`config.mk`:
```
export PLATFORM = sky130hd
export DESIGN_NAME = pdp_rx_front
export DESIGN_NICKNAME = d
export VERILOG_FILES = /design/src/rtl/pdp_rx_pkg.sv /design/src/rtl/pdp_rx_capture.sv /design/src/rtl/pdp_rx_fifo.sv /design/src/rtl/pdp_rx_status.sv /design/src/rtl/pdp_rx_front.sv
export SDC_FILE = /design/constraint.sdc
export NUM_CORES = 2
export LEC_CHECK = 0
export BUFFER_PORTS_ARGS = -buffer_cell sky130_fd_sc_hd__buf_2
export CORE_MARGIN = 1.5
export CORE_UTILIZATION = 50
export CTS_CLUSTER_DIAMETER = 40
export DETAILED_ROUTE_END_ITERATION = 16
export PLACE_DENSITY = 0.68
export SLEW_MARGIN = 10
export SYNTH_ARGS = -nofsm -noshare
export SYNTH_HDL_FRONTEND = slang
export SYNTH_SLANG_ARGS = --single-unit
export TNS_END_PERCENT = 30
```
`constraint.sdc`:
```
create_clock -name rx_clk -period 3.1 [get_ports rx_clk]
set_clock_uncertainty 0.05 [all_clocks]
set_input_delay 0.465 -clock rx_clk [delete_from_list [all_inputs] [get_ports rx_clk]]
set_output_delay 0.465 -clock rx_clk [all_outputs]
set_load 0.02 [all_outputs]
```
`src/rtl/pdp_rx_pkg.sv`:
```
package pdp_rx_pkg;
  localparam int DATA_W = 32;
  localparam int UIO_W  = 2;

  typedef struct packed {
    logic              sync_only;
    logic              sync;
    logic [UIO_W-1:0]  uio;
    logic [DATA_W-1:0] data;
  } rx_entry_t;

  localparam int ENTRY_W = $bits(rx_entry_t);
endpackage

```
`src/rtl/pdp_rx_capture.sv`:
```
module pdp_rx_capture
  import pdp_rx_pkg::*;
(
  input  logic [DATA_W-1:0] data_i,
  input  logic              valid_n_i,
  input  logic              sync_n_i,
  input  logic [UIO_W-1:0]  uio_i,
  output logic              push_o,
  output rx_entry_t         entry_o
);
  logic has_data, has_mark;

  always_comb begin
    has_data = ~valid_n_i;
    has_mark = ~sync_n_i;
    push_o   = has_data | has_mark;
    entry_o.sync      = has_mark;
    entry_o.sync_only = has_mark & ~has_data;
    entry_o.uio       = uio_i;
    entry_o.data      = has_data ? data_i : '0;
  end
endmodule

```
`src/rtl/pdp_rx_fifo.sv`:
```
module pdp_rx_fifo
  import pdp_rx_pkg::*;
#(
  parameter int DEPTH = 64,
  localparam int AW = (DEPTH > 1) ? $clog2(DEPTH) : 1,
  localparam int CW = $clog2(DEPTH + 1)
)(
  input  logic          clk,
  input  logic          rst_n,
  input  logic          push_i,
  input  rx_entry_t     entry_i,
  input  logic          pop_i,
  output rx_entry_t     head_o,
  output logic          empty_o,
  output logic          full_o,
  output logic          drop_o,
  output logic [CW-1:0] count_o
);
  rx_entry_t     store [DEPTH];
  logic [AW-1:0] wptr, rptr;
  logic [CW-1:0] count;
  logic          do_push, do_pop;

  function automatic logic [AW-1:0] bump(input logic [AW-1:0] p);
    return (p == AW'(DEPTH - 1)) ? '0 : p + 1'b1;
  endfunction

  assign full_o  = (count == CW'(DEPTH));
  assign empty_o = (count == '0);
  assign do_push = push_i & ~full_o;
  assign do_pop  = pop_i & ~empty_o;
  assign drop_o  = push_i & full_o;
  assign head_o  = store[rptr];
  assign count_o = count;

  always_ff @(posedge clk) begin
    if (do_push) store[wptr] <= entry_i;
  end

  always_ff @(posedge clk or negedge rst_n) begin
    if (!rst_n) begin
      wptr  <= '0;
      rptr  <= '0;
      count <= '0;
    end else begin
      if (do_push) wptr <= bump(wptr);
      if (do_pop)  rptr <= bump(rptr);
      case ({do_push, do_pop})
        2'b10:   count <= count + 1'b1;
        2'b01:   count <= count - 1'b1;
        default: count <= count;
      endcase
    end
  end
endmodule

```
`src/rtl/pdp_rx_status.sv`:
```
module pdp_rx_status
  import pdp_rx_pkg::*;
#(
  parameter int DEPTH    = 64,
  parameter int SUSP_TH  = 16,
  parameter int ERR_HOLD = 4,
  localparam int CW = $clog2(DEPTH + 1),
  localparam int HW = $clog2(ERR_HOLD + 1)
)(
  input  logic             clk,
  input  logic             rst_n,
  input  logic [CW-1:0]    count_i,
  input  logic             full_i,
  input  logic             drop_i,
  input  logic             link_up_i,
  input  logic             fc_ignore_i,
  input  logic [UIO_W-1:0] dec_uio_i,
  output logic             suspend_n_o,
  output logic             not_ready_n_o,
  output logic             err_o,
  output logic             overflow_o,
  output logic [UIO_W-1:0] uio_out_o
);
  localparam int FILL_LIMIT = (DEPTH > SUSP_TH) ? DEPTH - SUSP_TH : 0;

  logic [HW-1:0] hold;
  logic          fault;

  assign fault         = ~link_up_i & ~fc_ignore_i;
  assign suspend_n_o   = (count_i < CW'(FILL_LIMIT));
  assign not_ready_n_o = rst_n & ~full_i;

  always_ff @(posedge clk or negedge rst_n) begin
    if (!rst_n) begin
      hold  <= '0;
      err_o <= 1'b0;
    end else if (fault) begin
      hold  <= HW'(ERR_HOLD - 1);
      err_o <= 1'b1;
    end else if (hold != '0) begin
      hold  <= hold - 1'b1;
      err_o <= 1'b1;
    end else begin
      err_o <= 1'b0;
    end
  end

  always_ff @(posedge clk or negedge rst_n) begin
    if (!rst_n) begin
      overflow_o <= 1'b0;
      uio_out_o  <= '0;
    end else begin
      if (drop_i) overflow_o <= 1'b1;
      uio_out_o <= dec_uio_i;
    end
  end
endmodule

```
`src/rtl/pdp_rx_front.sv`:
```
module pdp_rx_front
  import pdp_rx_pkg::*;
#(
  parameter int DEPTH    = 64,
  parameter int SUSP_TH  = 16,
  parameter int ERR_HOLD = 4,
  localparam int CW = $clog2(DEPTH + 1)
)(
  input  logic              rst_n,
  input  logic              rx_clk,
  input  logic [DATA_W-1:0] rx_data,
  input  logic              rx_valid_n,
  input  logic              rx_sync_n,
  input  logic              rx_dir_n,
  input  logic [UIO_W-1:0]  uio_in,
  input  logic              link_up,
  input  logic              fc_ignore,
  input  logic [UIO_W-1:0]  dec_uio,
  input  logic              rd_ready,
  output logic              rd_valid,
  output logic [DATA_W-1:0] rd_data,
  output logic              rd_sync,
  output logic              rd_sync_only,
  output logic [UIO_W-1:0]  rd_uio,
  output logic [UIO_W-1:0]  uio_out,
  output logic              suspend_n,
  output logic              not_ready_n,
  output logic              err,
  output logic              overflow
);
  rx_entry_t     in_entry, head;
  logic          push, empty, full, drop;
  logic [CW-1:0] fill_count;
  logic          unused_dir;

  assign unused_dir = rx_dir_n;

  pdp_rx_capture u_cap (
    .data_i    (rx_data),
    .valid_n_i (rx_valid_n),
    .sync_n_i  (rx_sync_n),
    .uio_i     (uio_in),
    .push_o    (push),
    .entry_o   (in_entry)
  );

  pdp_rx_fifo #(.DEPTH(DEPTH)) u_fifo (
    .clk     (rx_clk),
    .rst_n   (rst_n),
    .push_i  (push),
    .entry_i (in_entry),
    .pop_i   (rd_ready),
    .head_o  (head),
    .empty_o (empty),
    .full_o  (full),
    .drop_o  (drop),
    .count_o (fill_count)
  );

  pdp_rx_status #(.DEPTH(DEPTH), .SUSP_TH(SUSP_TH), .ERR_HOLD(ERR_HOLD)) u_stat (
    .clk           (rx_clk),
    .rst_n         (rst_n),
    .count_i       (fill_count),
    .full_i        (full),
    .drop_i        (drop),
    .link_up_i     (link_up),
    .fc_ignore_i   (fc_ignore),
    .dec_uio_i     (dec_uio),
    .suspend_n_o   (suspend_n),
    .not_ready_n_o (not_ready_n),
    .err_o         (err),
    .overflow_o    (overflow),
    .uio_out_o     (uio_out)
  );

  assign rd_valid     = ~empty;
  assign rd_data      = head.data;
  assign rd_sync      = head.sync;
  assign rd_sync_only = head.sync_only;
  assign rd_uio       = head.uio;
endmodule

```
==> results.py <==
metrics = {
    "grt": {
        "grt_pass1_vias": 45800,
        "top_usage_layer": "met2",
        "gr-usage-met3_pct": 4.18,
        "antenna_found_initial": 2,
        "grt_max_degree": 73,
        "grt_usage_pct": 24.6,
        "grt_pass1_wl_microns": 320000,
        "grt-ovfl-total": 0,
        "use_met2_pct": 39.5,
        "use_met1_pct": 34.4,
    },
    "power_and_ir_drop": {
        "p_per_area_nw_per_um2": 899,
        "p_leak_nw": 35.5,
        "ir_worst_vdd_mv": 0.594,
    },
    "floorplanning": {
        "rows": 155,
        "core_area_sq_um": 178000,
        "die_area_sq_um": 182000,
        "die_w_microns": 426,
        "ios": 87,
        "start_util_pct": 50.3,
        "dieHeight_microns": 426,
    },
    "sta": {
        "finalSetupViolations": 36,
        "max_slew.worst_pin.slew_ns": 1.07,
        "fin_crit_sh_pct": 131,
        "fin_crit_ns": 4.06,
        "maxSlewViolCount": 0,
        "finalWorstSetupSlack_ns": -0.956,
        "finalHoldViolCount": 0,
        "rsz0062_at_grt": "true",
        "relSlewSlack_pct": 28.4,
        "max_freq_mhz": 247,
        "hold_ws_ns": 0.0859,
    },
    "placement": {
        "hpwl_microns": 122000,
        "postPlaceCellArea_sq_um": 96900,
        "placed_cells": 6604,
        "pre_cts_ws_ns": -0.667,
        "routabilityCongestion": 0.794,
        "io_buffers": 85,
    },
    "worst_setup_path": {
        "worstPathArrival_ns": 3.54,
        "critPathLaunch": "u_fifo.rptr[0]",
        "path_cells": "buf_12, buf_12, buf_8, mux4_2, a22o_1, a221oi_4, a221oi_4, or3_4, buf_6",
        "critPathKind": "flip-flop to primary output",
        "crit_required_ns": 2.58,
        "worstSetupStartpointType": "flip-flop",
        "reg2reg_from": "u_fifo.count_o[5]",
        "crit_fanout": 7,
        "cp_slowest_stage_delay_ns": 0.51,
        "end_kind": "primary output",
        "crit_slowest_cell": "dfrtp_4",
    },
    "yosys": {
        "synth.top_cell.area_share_pct": 77.2,
        "syn_nets": 4051,
        "seq_area_frac_synth_pct": 78.0,
        "synth_area_leaders": "edfxtp_1, mux4_2, mux2_2",
        "syn_inst": 3996,
        "ys.flop_type": "edfxtp_1",
        "synth-seq-cells": 2330,
        "synth_cell_types": 62,
        "ys_async_sr_fraction_pct": 1.12,
        "synth.largest_area_cell": "edfxtp_1",
        "synth_edf_count": 2304,
        "synth_area_per_cell_sq_um": 22.4,
        "syn_area_sq_um": 89600,
        "synth_warnings": 0,
    },
    "detailed_routing": {
        "drt_iter0_drc": 4988,
        "wl_per_cell_microns": 31.1,
        "via_per_inst": 6.29,
        "wl_microns": 223000,
        "ant_nets": 0,
        "vias": 45200,
        "first_pass_iters": 5,
        "drt_drc_violations_left": 0,
    },
    "run": {
        "drv_cap": 0,
    },
    "cells_and_area": {
        "fin_nets": 4671,
        "stdcell_area_sq_um": 109000,
        "final_common_cell": "edfxtp_1",
        "drive_gt1_share_pct": 38.7,
        "mostFrequentLayoutCells": "edfxtp_1, mux4_2, clkbuf_16",
        "instances_no_fill": 7179,
        "antenna_cells": 0,
        "syn2layout_area_growth_pct": 21.6,
    },
    "clock_tree": {
        "cts.htree.levels": 5,
        "cts_made_buffers": 289,
        "path_clk_slew_ns": 0.06,
        "clk_latency_ns": 0.90,
        "cts_tree": "built",
        "cts.sinks": 2330,
        "clock_path_buffers": 4,
        "cts_root_buf": "clkbuf_16",
    },
    "outcome": {
        "violations": "setup timing",
        "status": "finished with violations",
    },
    "min_path": {
        "hp-start": "rx_valid_n",
        "hp-class": "primary input to flip-flop",
    },
}
-- final timing paths --
kind                                endpoint  slack [ns]  cells past startpoint
setup / recovery                 rd_data[22]       -0.96                      9
hold / removal                u_fifo.wptr[4]        0.09                      5
setup reg to reg           u_fifo.count_o[5]        0.20                     11
hold reg to reg            u_stat.overflow_o        0.42                      1
max in group asynchronous     u_fifo.rptr[0]        2.47                      3
min in group asynchronous  u_fifo.count_o[1]        0.12                      3
-- cell usage after synthesis (3+ instances only) --
cell type,n
a2111oi_0,13
a211o_1,15
a211oi_1,31
a21oi_1,23
a221oi_1,28
a22o_1,11
a22oi_1,59
a31oi_1,15
and2_1,3
and3_1,13
buf_1,10
buf_2,86
buf_4,27
buf_6,16
buf_8,5
clkbuf_1,79
dfrtp_1,26
edfxtp_1,2304
ha_1,10
inv_1,12
mux2_2,102
mux2i_1,112
mux4_1,19
mux4_2,505
nand2_1,45
nand2b_1,8
nand3_1,28
nand3b_1,4
nor2_1,99
nor2b_1,52
nor3_1,45
nor4_1,3
o21ai_0,13
o22ai_1,104
o31ai_1,17
or2_2,5
or3_1,10
or3b_2,3
xnor2_1,8
-- layout make-up --
| type | count | area [sq um] |
|---|---|---|
| clock buffer | 341 | 7640 |
| clock inverter | 158 | 1550 |
| fill | 11900 | 69300 |
| inverter | 12 | 45.0 |
| multi-input combinational | 1428 | 20400 |
| sequential | 2330 | 69900 |
| tap | 2355 | 2950 |
| timing repair buffer | 555 | 6430 |
-- layer usage --
metal | vias to the layer above | routed length [microns]
li1 | 18300 | -
met1 | 24200 | 88600
met2 | 2237 | 110000
met3 | 441 | 17600
met4 | 2 | 7550
met5 | - | 15
-- logic make-up (layout without fill, tap and decap cells) --
logic type	count (synthesis)	count (layout)	synth area share, %
simple gates	327	327	1.81
flops	2330	2330	78.0
compound gates	342	342	2.73
fa+ha+maj	11	11	0.162
buf+inv	238	1066	1.45
mux	738	738	15.8
xor+xnor	10	10	0.0978
-- what timing repair did --
| item | 4_1_cts | 5_1_grt |
|---|---|---|
| endpoints found under the hold margin | 65 | 0 |
| gates cloned | 17 | 3 |
| endpoints found under the setup margin | 36 | 39 |
| setup buffers | 37 | 22 |
| hold buffers | 8 | 0 |
| resized for setup | 270 | 74 |
| pin swaps | 44 | 28 |
-- where the power goes --
group / internal (mW) / switching, mW
logic: 12.9 / 15.6
clock network: 19.5 / 12.8
registers: 36.5 / 0.583
total: 68.9 / 29.1
-- metrics by stage --
stage / util [%] / power (mW) / setup TNS [ns]
after floorplan: - / 52.3 / -674.56
after global placement: 54.4 / 62.0 / -7.40
after detailed placement: 54.4 / 62.3 / -8.21
after CTS: 60.8 / 97.6 / -33.70
after global routing: 61.1 / 101 / -34.30
final: 61.1 / 97.9 / -31.00
-- critical path: cells and delay by family (launching register included) --
kind | cells | cell delay (ns)
AOI/OAI and AO/OA | 3 | 0.75
buffers and inverters | 4 | 0.58
DFF | 1 | 0.51
muxes | 1 | 0.43
and+or+nand+nor | 1 | 0.40
-- state kept, by name, indices dropped and copies added, names as in the netlist --
name,cells
u_fifo.count_o,7
u_fifo.rptr,6
u_fifo.store,2304
u_fifo.wptr,6
u_stat.err_o,1
u_stat.hold,3
u_stat.overflow_o,1
u_stat.uio_out_o,2
(Power assumes the default switching activity.)
